<file path="src/rtl/pesr_pkg.sv">
package pesr_pkg;

    localparam int unsigned NUM_BLOCKS = 7;
    localparam int unsigned BLK_TOP_W  = 5;

    typedef enum logic [2:0] {
        MODE_IDLE      = 3'd0,
        MODE_PROG      = 3'd1,
        MODE_ERASE     = 3'd2,
        MODE_SUSP      = 3'd3,
        MODE_SUSP_PROG = 3'd4
    } pe_mode_e;

    typedef enum logic [1:0] {
        DONE_NONE  = 2'd0,
        DONE_PROG  = 2'd1,
        DONE_ERASE = 2'd2
    } done_e;

    typedef struct packed {
        logic       poll;     // bit 7
        logic       busy_tog; // bit 6
        logic       err;      // bit 5
        logic       rsv_hi;   // bit 4
        logic       timer;    // bit 3
        logic       blk_tog;  // bit 2
        logic [1:0] rsv_lo;   // bits 1..0
    } status_t;

    function automatic logic [2:0] block_of(input logic [BLK_TOP_W-1:0] top);
        logic [2:0] b;
        if (top < 5'h08)       b = 3'd0;
        else if (top < 5'h10)  b = 3'd1;
        else if (top < 5'h18)  b = 3'd2;
        else if (top < 5'h1C)  b = 3'd3;
        else if (top == 5'h1C) b = 3'd4;
        else if (top == 5'h1D) b = 3'd5;
        else                   b = 3'd6;
        return b;
    endfunction

    function automatic logic is_prog(input pe_mode_e m);
        return (m == MODE_PROG) || (m == MODE_SUSP_PROG);
    endfunction

endpackage

</file>
<file path="src/rtl/pesr_block_map.sv">
module pesr_block_map
    import pesr_pkg::*;
#(
    parameter int unsigned ADDR_W = 18
) (
    input  logic [ADDR_W-1:0]     addr,
    input  logic [NUM_BLOCKS-1:0] sel,
    output logic                  in_sel
);
    localparam int unsigned TOP_LSB = ADDR_W - BLK_TOP_W;

    logic [NUM_BLOCKS-1:0] hit;
    logic [2:0]            blk;

    assign blk = block_of(addr[ADDR_W-1:TOP_LSB]);

    for (genvar i = 0; i < NUM_BLOCKS; i++) begin : g_hit
        assign hit[i] = (blk == 3'(i));
    end

    assign in_sel = |(hit & sel);
endmodule

</file>
<file path="src/rtl/pesr_toggle.sv">
module pesr_toggle (
    input  logic clk,
    input  logic rst,
    input  logic stb,
    input  logic cond,
    output logic q
);
    always_ff @(posedge clk) begin
        if (rst)              q <= 1'b0;
        else if (stb && cond) q <= ~q;
    end
endmodule

</file>
<file path="src/rtl/pesr_err_track.sv">
module pesr_err_track (
    input  logic       clk,
    input  logic       rst,
    input  logic       clr,
    input  logic       fail_in,
    input  logic       prog_start,
    input  logic [7:0] new_byte,
    input  logic [7:0] old_byte,
    output logic       err
);
    logic raise_bit;

    // a 1 requested where the cell already holds 0 cannot be programmed
    assign raise_bit = |(new_byte & ~old_byte);

    always_ff @(posedge clk) begin
        if (rst || clr)
            err <= 1'b0;
        else if (fail_in || (prog_start && raise_bit))
            err <= 1'b1;
    end
endmodule

</file>
<file path="src/rtl/pesr_top.sv">
module pesr_top
    import pesr_pkg::*;
#(
    parameter int unsigned ADDR_W    = 18,
    parameter int unsigned ABORT_CYC = 16
) (
    input  logic                  clk,
    input  logic                  rst,
    input  logic [2:0]            mode,
    input  logic [7:0]            prog_data,
    input  logic [7:0]            cell_old,
    input  logic [ADDR_W-1:0]     rd_addr,
    input  logic                  rd_stb,
    input  logic [NUM_BLOCKS-1:0] erase_sel,
    input  logic [NUM_BLOCKS-1:0] prot_sel,
    input  logic                  fail_in,
    input  logic                  rd_reset,
    input  logic                  erase_window,
    input  logic [7:0]            array_data,
    output logic [7:0]            rd_data
);
    localparam int unsigned CNT_W  = $clog2(ABORT_CYC + 1);
    localparam int unsigned N_TOG  = 2;
    localparam int unsigned T_BUSY = 0;
    localparam int unsigned T_BLK  = 1;

    pe_mode_e   mode_c, mode_q;
    done_e      done_q;
    logic [7:0] pbyte_q;
    logic       prog_now, prog_start;
    logic       erase_run, erase_run_q;
    logic       all_prot, abort_busy, aborted_q;
    logic [CNT_W-1:0] abort_cnt;
    logic       in_sel, err_q;
    logic [N_TOG-1:0] tog_cond, tog_q;

    assign mode_c     = pe_mode_e'(mode);
    assign prog_now   = is_prog(mode_c);
    assign prog_start = prog_now && !is_prog(mode_q);
    assign erase_run  = (mode_c == MODE_ERASE) && !erase_window;
    assign all_prot   = (|erase_sel) && ((erase_sel & ~prot_sel) == '0);
    assign abort_busy = (abort_cnt != '0);

    pesr_block_map #(.ADDR_W(ADDR_W)) i_map (
        .addr   (rd_addr),
        .sel    (erase_sel),
        .in_sel (in_sel)
    );

    pesr_err_track i_err (
        .clk        (clk),
        .rst        (rst),
        .clr        (rd_reset),
        .fail_in    (fail_in),
        .prog_start (prog_start),
        .new_byte   (prog_data),
        .old_byte   (cell_old),
        .err        (err_q)
    );

    assign tog_cond[T_BUSY] = prog_now || (mode_c == MODE_ERASE);
    assign tog_cond[T_BLK]  = ((mode_c == MODE_ERASE) || (mode_c == MODE_SUSP))
                              && in_sel && !abort_busy;

    for (genvar t = 0; t < N_TOG; t++) begin : g_tog
        pesr_toggle i_tog (
            .clk  (clk),
            .rst  (rst),
            .stb  (rd_stb),
            .cond (tog_cond[t]),
            .q    (tog_q[t])
        );
    end

    always_ff @(posedge clk) begin
        if (rst) begin
            mode_q      <= MODE_IDLE;
            erase_run_q <= 1'b0;
            pbyte_q     <= '0;
            abort_cnt   <= '0;
            aborted_q   <= 1'b0;
            done_q      <= DONE_NONE;
        end else begin
            mode_q      <= mode_c;
            erase_run_q <= erase_run;
            if (prog_now) pbyte_q <= prog_data;

            if (mode_c != MODE_ERASE) begin
                abort_cnt <= '0;
                aborted_q <= 1'b0;
            end else if (abort_busy) begin
                abort_cnt <= abort_cnt - 1'b1;
                if (abort_cnt == CNT_W'(1)) aborted_q <= 1'b1;
            end else if (erase_run && !erase_run_q && all_prot && !aborted_q) begin
                abort_cnt <= CNT_W'(ABORT_CYC);
            end

            if (rd_reset || mode_c != MODE_IDLE)
                done_q <= DONE_NONE;
            else if (mode_q == MODE_PROG)
                done_q <= DONE_PROG;
            else if (mode_q == MODE_ERASE && !aborted_q)
                done_q <= DONE_ERASE;
        end
    end

    status_t st;
    logic    use_array;

    always_comb begin
        st        = '0;
        st.err    = err_q;
        use_array = 1'b0;
        unique case (mode_c)
            MODE_PROG, MODE_SUSP_PROG: begin
                st.poll     = ~prog_data[7];
                st.busy_tog = tog_q[T_BUSY];
                st.blk_tog  = 1'b1;
            end
            MODE_ERASE: begin
                if (aborted_q) begin
                    use_array = 1'b1;
                end else begin
                    st.poll     = 1'b0;
                    st.busy_tog = tog_q[T_BUSY];
                    st.timer    = ~erase_window;
                    st.blk_tog  = (in_sel && !abort_busy) ? tog_q[T_BLK] : 1'b1;
                end
            end
            MODE_SUSP: begin
                if (in_sel) begin
                    st.poll     = 1'b1;
                    st.busy_tog = 1'b1;
                    st.timer    = 1'b1;
                    st.blk_tog  = tog_q[T_BLK];
                end else begin
                    use_array = 1'b1;
                end
            end
            MODE_IDLE: begin
                unique case (done_q)
                    DONE_PROG: begin
                        st.poll     = pbyte_q[7];
                        st.busy_tog = tog_q[T_BUSY];
                        st.blk_tog  = 1'b1;
                    end
                    DONE_ERASE: begin
                        st.poll     = 1'b1;
                        st.busy_tog = tog_q[T_BUSY];
                        st.timer    = 1'b1;
                        st.blk_tog  = 1'b1;
                    end
                    default: use_array = 1'b1;
                endcase
            end
            default: use_array = 1'b1;
        endcase
    end

    assign rd_data = use_array ? array_data : st;
endmodule

</file>
<file path="config.mk">
export PLATFORM = sky130hd
export DESIGN_NAME = pesr_top
export DESIGN_NICKNAME = d
export VERILOG_FILES = /design/src/rtl/pesr_pkg.sv /design/src/rtl/pesr_block_map.sv /design/src/rtl/pesr_toggle.sv /design/src/rtl/pesr_err_track.sv /design/src/rtl/pesr_top.sv
export SDC_FILE = /design/constraint.sdc
export NUM_CORES = 1
export LEC_CHECK = 0
export BUFFER_PORTS_ARGS = -buffer_cell sky130_fd_sc_hd__buf_2
export CELL_PAD_IN_SITES_DETAIL_PLACEMENT = 0
export CELL_PAD_IN_SITES_GLOBAL_PLACEMENT = 1
export CORE_MARGIN = 2
export CORE_UTILIZATION = 29
export DETAILED_ROUTE_END_ITERATION = 7
export MAX_ROUTING_LAYER = met4
export PLACE_DENSITY = 0.78
export SLEW_MARGIN = 20
export SYNTH_ARGS = -nofsm -noshare
export SYNTH_HDL_FRONTEND = slang
export SYNTH_HIERARCHICAL = 1
export SYNTH_SLANG_ARGS = --single-unit
</file>
<file path="constraint.sdc">
create_clock -name clk -period 1.55 [get_ports clk]
set_input_delay 0 -clock clk [delete_from_list [all_inputs] [get_ports clk]]
set_output_delay 0 -clock clk [all_outputs]
set_load 0.05 [all_outputs]
</file>
==> impl_results.md, run 1 <==
- Iteration-0 DRC Markers: 49
- Psw: between 300 and 400 uW
- Utilization after layout: 0.515
- Fillers: 390
- Top-level I/O count: 73
- Post-synth EDFFs: 0
- Synth Register Bits: 16
- Hold depth: 3
- Avg Inst Size Synth: between 7 and 8 sq um
- Die Area: 4710 sq um
- CTS Buf Count: 3
- Largest net degree at the start of global routing: 15
- VDD IR max: 0.000455 V
- Hold Violations, Final: 0
- Die height: ~69 um
- Startpoint types: flip-flop
- Least-Margin Pin Slew: between 0.3 and 0.4 ns
- Detailed Place HPWL: ~2.8 mm
- Clock power frac: 0.302
- Hold WC Path Type: input port to flip-flop
- Final cell count without fillers: between 300 and 400
- Clk slew on worst S/H paths: 0.07 ns
- Post-Syn Area: between 1000 and 1500 sq um
- Failing checks: negative setup slack
- Initial Util: 0.303
- WL/cell: about 12 um
- CTS tree: yes
- Post-synth cell types: 43
- Crit path DAT: 1.69 ns
- CP Capture Type: output port
- Sequential fraction of design power: 0.345
- Main synth FF type: dfxtp_1
- Async set-reset flop share out of synthesis: 0
- Max clock buf depth: 2
- Root Driver: clkbuf_8
- Comb power frac: 0.353
- Seq/Total Area, Yosys: 0.264
- Initial antenna violation count: 0
- Post-Syn Instances: 164
- Core Footprint: 4000 sq um
- Synth cell count leaders: 19 x inv_1, 18 x nor2_1, 16 x dfxtp_1
- RSZ-0062 raised after global routing: true
- Die Span X: 68.7 um
- Most instantiated library cell after synthesis: inv_1
- Pwr dens: 607 nW/um^2
- Sequential cell area: ~330 sq um
- Status: complete, but fails checks
- Clk_skew: ~0.008 ns
- Worst rel slew slack: 0.751
- Area share of the largest cell type after synthesis: 0.264
- FF-to-FF path depth: 9
- Critical Path RT: ~1.6 ns
- Count of final setup violators: 4
- Final Max Tran Viols: 0
- Synth Net Count: 234
- Total wire length: approximately 3.7 mm
- Leakage Power: 0.000939 uW
- Final #Nets: 323
- GPL Wtd Cong: between 0.7 and 0.8
- Via/cell ratio: ~4.8
- Max_cap viols: 0
- Final ANT Viol Nets: 0
- Pint: 859 uW
- TritonRoute pass-1 iters: 4
- DR vias: 1448
- Grt ovf: 0
- Drt drc: 0
- Max Fclk: between 500 and 600 MHz
- Leading area contributor after synthesis: dfxtp_1
- Clk_lat worst skew: 0.25 ns
- Clk sinks: 16
- Design Power: 1250 uW
- Switching fraction of total power: 0.313
- WS Path Type: flip-flop to output port
- Synth area leaders: dfxtp_1 26%, inv_1 5.9%, nor2_1 5.6%
- Dpl ws: -0.172 ns
- Critical path fanouts, max: 5
- Post-layout min period: between 1.5 and 2 ns
- TNS Setup: -0.345 ns
- First-pass GRT wire length: around 5.6 mm
- Antenna cells: 0
- Area of the multi-input gates: 956 sq um
- H-tree depth: 1
- # rows: 23
- Placed insts: a little under 300
- Share of cells above drive strength 1: 0.496
- GRT Overall Usage: 0.163
- Vias in the first global route: 1283
- Period utilization: 1.09
- Layout area overhead: 69.9%
- Buffers on Ports: 59
- Yosys warns: 6
- Setup ws final: -0.135 ns
## registers in the layout, indices dropped and copies added, names as in the netlist
register	flops
aborted_q	1
mode_q	3
g_tog.i_tog/q	2
abort_cnt	5
erase_run_q	1
i_err/err	1
done_q	2
pbyte_q	1
## through the flow
step / instance area, sq um / hold slack [ns]
2_1_floorplan: 1250 / 0.0624
3_3_place_gp: 1740 / 0.212
3_5_place_dp: 1740 / 0.206
4_1_cts: 1990 / 0.00280
5_1_grt: 2060 / 0.0397
6_report: 2060 / 0.00624
## cell usage in the layout (no fill, tap or decap), types with 3 or more instances in the layout
cell	instances
clkbuf_8	4
a21oi_1	6
nor2_4	3
buf_2	50
nor2b_1	6
o21a_1	3
nand2_1	12
nand2b_1	5
nand2_2	3
a21oi_2	3
buf_6	11
xnor2_1	3
o21ai_0	3
nand3_1	3
nor3_1	3
nor2_1	16
inv_2	4
o22ai_1	5
nor4_1	3
o21ai_1	8
ha_4	3
dfxtp_1	12
buf_4	22
inv_1	15
and2_1	3
dfxtp_2	4
## repair_timing
action / CTS / global route
setup endpoints to repair: 8 / 10
pin swaps: 9 / 11
buffers inserted: 4 / 2
endpoints found under the hold margin: 2 / 0
hold buffers: 2 / 0
resized for setup: 39 / 14
## worst paths after layout
path	from	endpoint	slack (ns)
worst min-delay path	prog_data[7]	pbyte_q[7]$_SDFFE_PP0N_	0.006
worst max register to register	abort_cnt[0]$_SDFFE_PP0P_	g_tog[1].i_tog/q$_SDFFE_PP0P_	0.03
worst max-delay path	done_q[0]$_SDFFE_PP0P_	rd_data[5]	-0.14
worst min register to register	pbyte_q[7]$_SDFFE_PP0N_	pbyte_q[7]$_SDFFE_PP0N_	0.52
## power by group through the flow
stage / logic, uW / clock network (uW) / registers [uW]
2_1_floorplan: 220 / 0 / 438
3_3_place_gp: 362 / 0 / 440
3_5_place_dp: 364 / 0 / 440
4_1_cts: 422 / 395 / 431
5_1_grt: 478 / 407 / 434
6_report: 441 / 377 / 432
## routing by layer
layer	GRT usage	share of wire	wire (um)	vias to the layer above
met1	0.202	0.44	1620	655
met3	0.0357	0.052	191	4
li1	-	-	-	750
met2	0.272	0.50	1840	39
met5	-	0	0	-
met4	0.0325	0.0041	15	0
## cell type report
type | instances | area share
multi-input cells | 126 | 0.464
clock buffers | 4 | 0.0267
well taps | 50 | 0.0304
repair buffers | 87 | 0.286
flip-flops and latches | 16 | 0.158
inverters | 19 | 0.0346
## worst max-delay path, cell delays in order, from the launching register on
cell and delay (ns):
dfxtp_2 0.34, inv_2 0.05, ha_4 0.28, nand2_2 0.05, nand3_2 0.12, buf_6 0.12, mux2_4 0.30, buf_8 0.15
## cells by family (layout without fill, tap and decap cells)
kind of cell / after synthesis / after routing / share of synthesized area
mux: 2 / 2 / 0.0175
xor+xnor: 3 / 3 / 0.0217
buf+inv: 22 / 110 / 0.0712
compound gates: 46 / 46 / 0.251
simple gates: 70 / 70 / 0.323
fa+ha+maj: 5 / 5 / 0.0516
flops: 16 / 16 / 0.264
Note: power is estimated with default switching activity, not from simulation.
==> run 2, diff against run 1 <==
--- a/config.mk
+++ b/config.mk
@@ -9,12 +9,12 @@
 export CELL_PAD_IN_SITES_DETAIL_PLACEMENT = 0
 export CELL_PAD_IN_SITES_GLOBAL_PLACEMENT = 1
 export CORE_MARGIN = 2
-export CORE_UTILIZATION = 29
+export CORE_UTILIZATION = 30
+export CTS_BUF_LIST = sky130_fd_sc_hd__clkbuf_4
 export DETAILED_ROUTE_END_ITERATION = 7
 export MAX_ROUTING_LAYER = met4
-export PLACE_DENSITY = 0.78
+export PLACE_DENSITY = 0.8
 export SLEW_MARGIN = 20
 export SYNTH_ARGS = -nofsm -noshare
 export SYNTH_HDL_FRONTEND = slang
-export SYNTH_HIERARCHICAL = 1
 export SYNTH_SLANG_ARGS = --single-unit
==> impl_results.md, run 2 <==
- Largest delay share family, worst path: simple AND/OR/NAND/NOR gates (was flip-flops)
- Core Footprint: 3940 sq um (was 4000 sq um)
- Total wire length: 3.58 mm (was 3.67 mm)
- GRT Overall Usage: 0.169 (was 0.163)
- Met2 wire length: 1.72 mm (was 1.84 mm)
- CP Capture Type: output port (unchanged)
- Layout area overhead: 70.1% (was 69.9%)
- Placed insts: 283 (was 290)
- Clk slew on worst S/H paths: 0.10 ns (was 0.07 ns)
- Critical Path RT: 1.55 ns (about the same)
- Clk sinks: 16 (unchanged)
- Area share of the largest cell type after synthesis: 0.266 (was 0.264)
- Max_cap viols: 0 (unchanged)
- Buffers on Ports: 59 (unchanged)
- Max reg flops: 5 (unchanged)
- Post-synth cell types: 45 (was 43)
- Setup ws final: -0.571 ns (was -0.135 ns)
- Pwr dens: 537 nW/um^2 (was 607 nW/um^2)
- Final ANT Viol Nets: 0 (unchanged)
- Max Fclk: 472 MHz (was 593 MHz)
- Post-synth EDFFs: 0 (unchanged)
- Max clock buf depth: 2 (unchanged)
- WS Path Type: flip-flop to output port (unchanged)
- Leading area contributor after synthesis: dfxtp_1 (unchanged)
- Clk_skew: 0.00459 ns (was 0.00793 ns)
- Most common cell after layout, fill and taps aside: buf_2 (unchanged)
- Critical path fanouts, max: 3 (was 5)
- Period utilization: 1.37 (was 1.09)
- Detailed Place HPWL: 2.77 mm (was 2.76 mm)
- Cells along the critical path: inv_2 -> ha_4 -> or4b_4 -> o311ai_2 -> a31o_4 -> mux2_4 -> buf_6 (was inv_2 -> ha_4 -> nand2_2 -> nand3_2 -> buf_6 -> mux2_4 -> buf_8)
- DR vias: 1448 (unchanged)
- Main synth FF type: dfxtp_1 (unchanged)
- WL/cell: 11.9 um (was 12.1 um)
- Antenna cells: 0 (unchanged)
- Synth cell count leaders: 25 x inv_1, 16 x dfxtp_1, 15 x nor2_1 (was 19 x inv_1, 18 x nor2_1, 16 x dfxtp_1)
- Hold Violations, Final: 0 (unchanged)
- Synth area leaders: dfxtp_1 27%, inv_1 7.8%, a21oi_1 5.4% (was dfxtp_1 26%, inv_1 5.9%, nor2_1 5.6%)
- Initial antenna violation count: 0 (unchanged)
- Die height: 67.4 um (was 68.7 um)
- Final #Nets: 320 (was 323)
- Leakage Power: 0.000952 uW (was 0.000939 uW)
- Largest Register: abort_cnt (unchanged)
- Drt drc: 0 (unchanged)
- # rows: 23 (unchanged)
- Failing checks: negative setup slack (unchanged)
- Hold WC Path Type: input port to flip-flop (unchanged)
- Startpoint types: flip-flop (unchanged)
- GPL Wtd Cong: 0.850 (was 0.781)
- Most frequent cells in the layout: 51 x buf_2, 26 x buf_4, 20 x inv_1 (was 50 x buf_2, 22 x buf_4, 16 x nor2_1)
- H-tree depth: 1 (unchanged)
- Regs by FF count: abort_cnt x5, mode_q x3 (unchanged)
- Async set-reset flop share out of synthesis: 0 (unchanged)
- Crit path DAT: 2.12 ns (was 1.69 ns)
- Die Span X: 67.4 um (was 68.7 um)
- Least-Margin Pin Slew: 0.471 ns (was 0.363 ns)
- RSZ-0062 raised after global routing: true (unchanged)
- Post-Syn Area: 1200 sq um (was 1210 sq um)
- Synth Net Count: 227 (was 234)
- First-pass GRT wire length: 5.62 mm (was 5.59 mm)
- CTS Buf Count: 3 (unchanged)
- TritonRoute pass-1 iters: 4 (unchanged)
- Die Area: 4540 sq um (was 4710 sq um)
- Fillers: 370 (was 390)
- Yosys warns: 0 (was 6)
- Max incr delay on CP: 0.45 ns (was 0.34 ns)
- Final cell count without fillers: 300 (was 302)
- Top-level I/O count: 73 (unchanged)
- Post-layout min period: 2.12 ns (was 1.69 ns)
- Root Driver: clkbuf_4 (was clkbuf_8)
- Clk_lat worst skew: 0.29 ns (was 0.25 ns)
- CP max stage cell: or4b_4 (was dfxtp_2)
- Avg Inst Size Synth: 7.63 sq um (was 7.39 sq um)
- Iteration-0 DRC Markers: 41 (was 49)
- Grt ovf: 0 (unchanged)
- CTS tree: yes (unchanged)
- Count of final setup violators: 10 (was 4)
- Post-Syn Instances: 158 (was 164)
- Final Max Tran Viols: 0 (unchanged)
- Synth Register Bits: 16 (unchanged)
- Met3 WL post-DR: 262 um (was 191 um)
- Dpl ws: -0.314 ns (was -0.172 ns)
- Via/cell ratio: 4.83 (was 4.79)
- Most instantiated library cell after synthesis: inv_1 (unchanged)
- M1 WL: 1.55 mm (was 1.62 mm)
- Initial Util: 0.306 (was 0.303)
- Hold WS: 0.0722 ns (was 0.00624 ns)
- Share of cells above drive strength 1: 0.508 (was 0.496)
- Worst rel slew slack: 0.684 (was 0.751)
- Uppermost layer routed: met4 (unchanged)
- Largest net degree at the start of global routing: 12 (was 15)
- Vias in the first global route: 1343 (was 1283)
- VDD IR max: 0.000548 V (was 0.000455 V)
- Status: complete, but fails checks (unchanged)
- Seq/Total Area, Yosys: 0.266 (was 0.264)
- CP bufs+invs: 2 (was 3)
[run 2: path summary, 6_finish.rpt]
check / slack (ns) / to / cells after the start / start
worst max register to register: -0.03 / g_tog[1].i_tog.q$_SDFFE_PP0P_ / 8 / abort_cnt[1]$_SDFFE_PP0P_
worst min-delay path: 0.07 / g_tog[1].i_tog.q$_SDFFE_PP0P_ / 4 / rd_stb
worst max-delay path: -0.57 / rd_data[5] / 7 / done_q[0]$_SDFFE_PP0P_
worst min register to register: 0.51 / i_err.err$_SDFFE_PP0P_ / 1 / i_err.err$_SDFFE_PP0P_
[run 2: cell type report]
class / count / area, sq um / area share
repair buffers: 93 / 653 / 0.319
clock buffers: 3 / 22.5 / 0.0110
flip-flops and latches: 16 / 328 / 0.160
multi-input cells: 112 / 883 / 0.431
well taps: 50 / 62.6 / 0.0305
clock inverters: 1 / 3.75 / 0.00183
inverters: 25 / 96.3 / 0.0470
[run 2: timing repair]
item / 4_1_cts / 5_1_grt
hold buffers: 4 / 0
endpoints found under the hold margin: 8 / 0
gates cloned: 0 / 0
setup endpoints to repair: 10 / 13
pin swaps: 3 / 6
resized for setup: 42 / 8
buffers inserted: 7 / 3
[run 2: worst min-delay path: stages]
cell     delay (ns)
buf_2          0.12
nand3_2        0.06
or3_4          0.11
a21oi_2        0.04
[run 2: logic make-up (layout without fill, tap and decap cells)]
group | Yosys count | after routing | share of synthesized area
flops | 16 | 16 | 0.266
simple gates | 52 | 52 | 0.241
buf+inv | 30 | 122 | 0.0945
compound gates | 50 | 50 | 0.297
fa+ha+maj | 4 | 4 | 0.0415
mux | 2 | 2 | 0.0311
xor+xnor | 4 | 4 | 0.0291
[run 2: report_power, final]
part / total [uW] / switching, uW / internal, uW
sequential: 429 / 8.04 / 421
combinational: 439 / 221 / 218
clock: 233 / 139 / 93.5
total: 1100 / 369 / 732
[run 2: stage by stage]
step / area, sq um / TNS, ns / util / total power [uW]
3_5_place_dp: 1740 / -2.18 / 0.442 / 813
4_1_cts: 2000 / -4.02 / 0.507 / 1110
2_1_floorplan: 1230 / -0.579 / - / 660
6_report: 2050 / -3.98 / 0.520 / 1100
3_3_place_gp: 1740 / -1.73 / 0.442 / 809
5_1_grt: 2050 / -4.69 / 0.520 / 1170
[run 2: routing by layer]
layer / vias up / global-route usage
met5: - / -
met4: 0 / 0.0561
met3: 6 / 0.0383
met2: 52 / 0.314
met1: 641 / 0.174
li1: 749 / -
==> run 3, diff against run 2 <==
--- a/config.mk
+++ b/config.mk
@@ -12,9 +12,9 @@
 export CORE_UTILIZATION = 30
 export CTS_BUF_LIST = sky130_fd_sc_hd__clkbuf_4
 export DETAILED_ROUTE_END_ITERATION = 7
-export MAX_ROUTING_LAYER = met4
 export PLACE_DENSITY = 0.8
 export SLEW_MARGIN = 20
 export SYNTH_ARGS = -nofsm -noshare
 export SYNTH_HDL_FRONTEND = slang
+export SYNTH_HIERARCHICAL = 1
 export SYNTH_SLANG_ARGS = --single-unit
==> impl_results.md, run 3 (synthesized netlist as in run 1, its figures left out) <==
- Top-level I/O count: 73 (unchanged)
- Final ANT Viol Nets: 0 (unchanged)
- Status: complete, but fails checks (unchanged)
- GRT Overall Usage: 0.163 (was 0.169)
- Count of final setup violators: 6 (was 10)
- Max Fclk: 586 MHz (was 472 MHz)
- H-tree depth: 1 (unchanged)
- Max clock buf depth: 2 (unchanged)
- Core Footprint: 3940 sq um (unchanged)
- CTS tree: yes (unchanged)
- Critical Path RT: 1.55 ns (about the same)
- Clk_lat worst skew: 0.29 ns (about the same)
- Clk slew on worst S/H paths: 0.10 ns (about the same)
- CP Capture Type: output port (unchanged)
- First-pass GRT wire length: 5.75 mm (was 5.62 mm)
- RSZ-0062 raised after global routing: true (unchanged)
- GPL Wtd Cong: 0.818 (was 0.850)
- Least-Margin Pin Slew: 0.445 ns (was 0.471 ns)
- Detailed Place HPWL: 2.69 mm (was 2.77 mm)
- Regs by FF count: abort_cnt x5, mode_q x3 (unchanged)
- CTS Buf Count: 3 (unchanged)
- Die Span X: 67.6 um (was 67.4 um)
- Utilization after layout: 0.541 (was 0.520)
- Root Driver: clkbuf_4 (unchanged)
- Worst rel slew slack: 0.701 (was 0.684)
- Share of cells above drive strength 1: 0.510 (was 0.508)
- WS Path Type: flip-flop to output port (unchanged)
- Leakage Power: 0.000974 uW (was 0.000952 uW)
- Most common cell after layout, fill and taps aside: buf_2 (unchanged)
- WL/cell: 12.1 um (was 11.9 um)
- Failing checks: negative setup slack (unchanged)
- Iteration-0 DRC Markers: 58 (was 41)
- Setup ws final: -0.156 ns (was -0.571 ns)
- VDD IR max: 0.000314 V (was 0.000548 V)
- Dpl ws: -0.239 ns (was -0.314 ns)
- Startpoint types: flip-flop (unchanged)
- Hold WS: 0.0317 ns (was 0.0722 ns)
- DR vias: 1480 (was 1448)
- Max_cap viols: 0 (unchanged)
- TritonRoute pass-1 iters: 4 (unchanged)
- Die Area: 4570 sq um (was 4540 sq um)
- Layout area overhead: 75.9% (was 70.1%)
- Die height: 67.6 um (was 67.4 um)
- Initial antenna violation count: 0 (unchanged)
- Antenna cells: 0 (unchanged)
- Most frequent cells in the layout: 50 x buf_2, 24 x buf_4, 16 x nor2_1 (was 51 x buf_2, 26 x buf_4, 20 x inv_1)
- Final #Nets: 330 (was 320)
- # rows: 23 (unchanged)
- Hold Violations, Final: 0 (unchanged)
- Largest net degree at the start of global routing: 15 (was 12)
- Grt ovf: 0 (unchanged)
- Post-layout min period: 1.71 ns (was 2.12 ns)
- Final Max Tran Viols: 0 (unchanged)
- Total wire length: 3.75 mm (was 3.58 mm)
- Pwr dens: 534 nW/um^2 (was 537 nW/um^2)
- Largest Register: abort_cnt (unchanged)
- Vias in the first global route: 1384 (was 1343)
- Critical path fanouts, max: 3 (unchanged)
- Period utilization: 1.10 (was 1.37)
- Clk sinks: 16 (unchanged)
- Clk_skew: 0.00641 ns (was 0.00459 ns)
- Initial Util: 0.308 (was 0.306)
- Via/cell ratio: 4.79 (was 4.83)
- Drt drc: 0 (unchanged)
- Max reg flops: 5 (unchanged)
- Buffers on Ports: 59 (unchanged)
- Crit path DAT: 1.71 ns (was 2.12 ns)
- Hold WC Path Type: input port to flip-flop (unchanged)
## run 3: report_power, final
part           internal, uW  total (uW)  switching [uW]
combinational           233         476             243
sequential              420         429            8.36
clock                  93.8         234             140
## run 3: area by class of cell
class                           instances  area [sq um]
Clock buffer                            3          22.5
Sequential cell                        16           328
Timing Repair Buffer                   93           656
Inverter                               19          71.3
Tap cell                               50          62.6
Clock inverter                          1          3.75
Multi-Input combinational cell        127           988
Fill cell                             374          1810
## run 3: worst max-delay path, cell delays in order (launching register included)
cell,delay [ns]
dfxtp_2,0.33
inv_2,0.07
ha_4,0.14
nor4b_4,0.26
nand2_2,0.11
a221oi_2,0.26
o21ai_2,0.08
buf_6,0.15
## run 3: final timing paths
path | slack, ns | endpoint | start | depth (start not counted)
min reg2reg | 0.51 | pbyte_q[7]$_SDFFE_PP0N_ | pbyte_q[7]$_SDFFE_PP0N_ | 2
min | 0.03 | g_tog[0].i_tog/q$_SDFFE_PP0P_ | rst | 2
max | -0.16 | rd_data[2] | abort_cnt[0]$_SDFFE_PP0P_ | 7
max reg2reg | 0.01 | g_tog[1].i_tog/q$_SDFFE_PP0P_ | abort_cnt[0]$_SDFFE_PP0P_ | 9
## run 3: per-stage QoR
step	TNS [ns]	total power, uW	area (sq um)	cells
floorplan	-0.0757	657	1250	164
global placement	-0.799	798	1730	289
detailed placement	-1.03	800	1730	289
CTS	-0.657	1130	2040	306
global route	-1.21	1210	2130	309
finish	-0.512	1140	2130	309
## run 3: layer usage
metal  wire (um)  up-vias  GRT usage
met5           0        -          0
met4          25        0     0.0357
met3         206        4     0.0383
met2        1890       40      0.290
met1        1630      662      0.197
li1            -      774          -
## run 3: timing repair
item                                   in CTS  in global routing
buffers inserted                            7                  4
cloned                                      1                  0
endpoints found under the hold margin       7                  0
pin swaps                                  13                 24
hold buffers                                6                  0
resized for setup                          46                 18
setup endpoints to repair                   9                 10
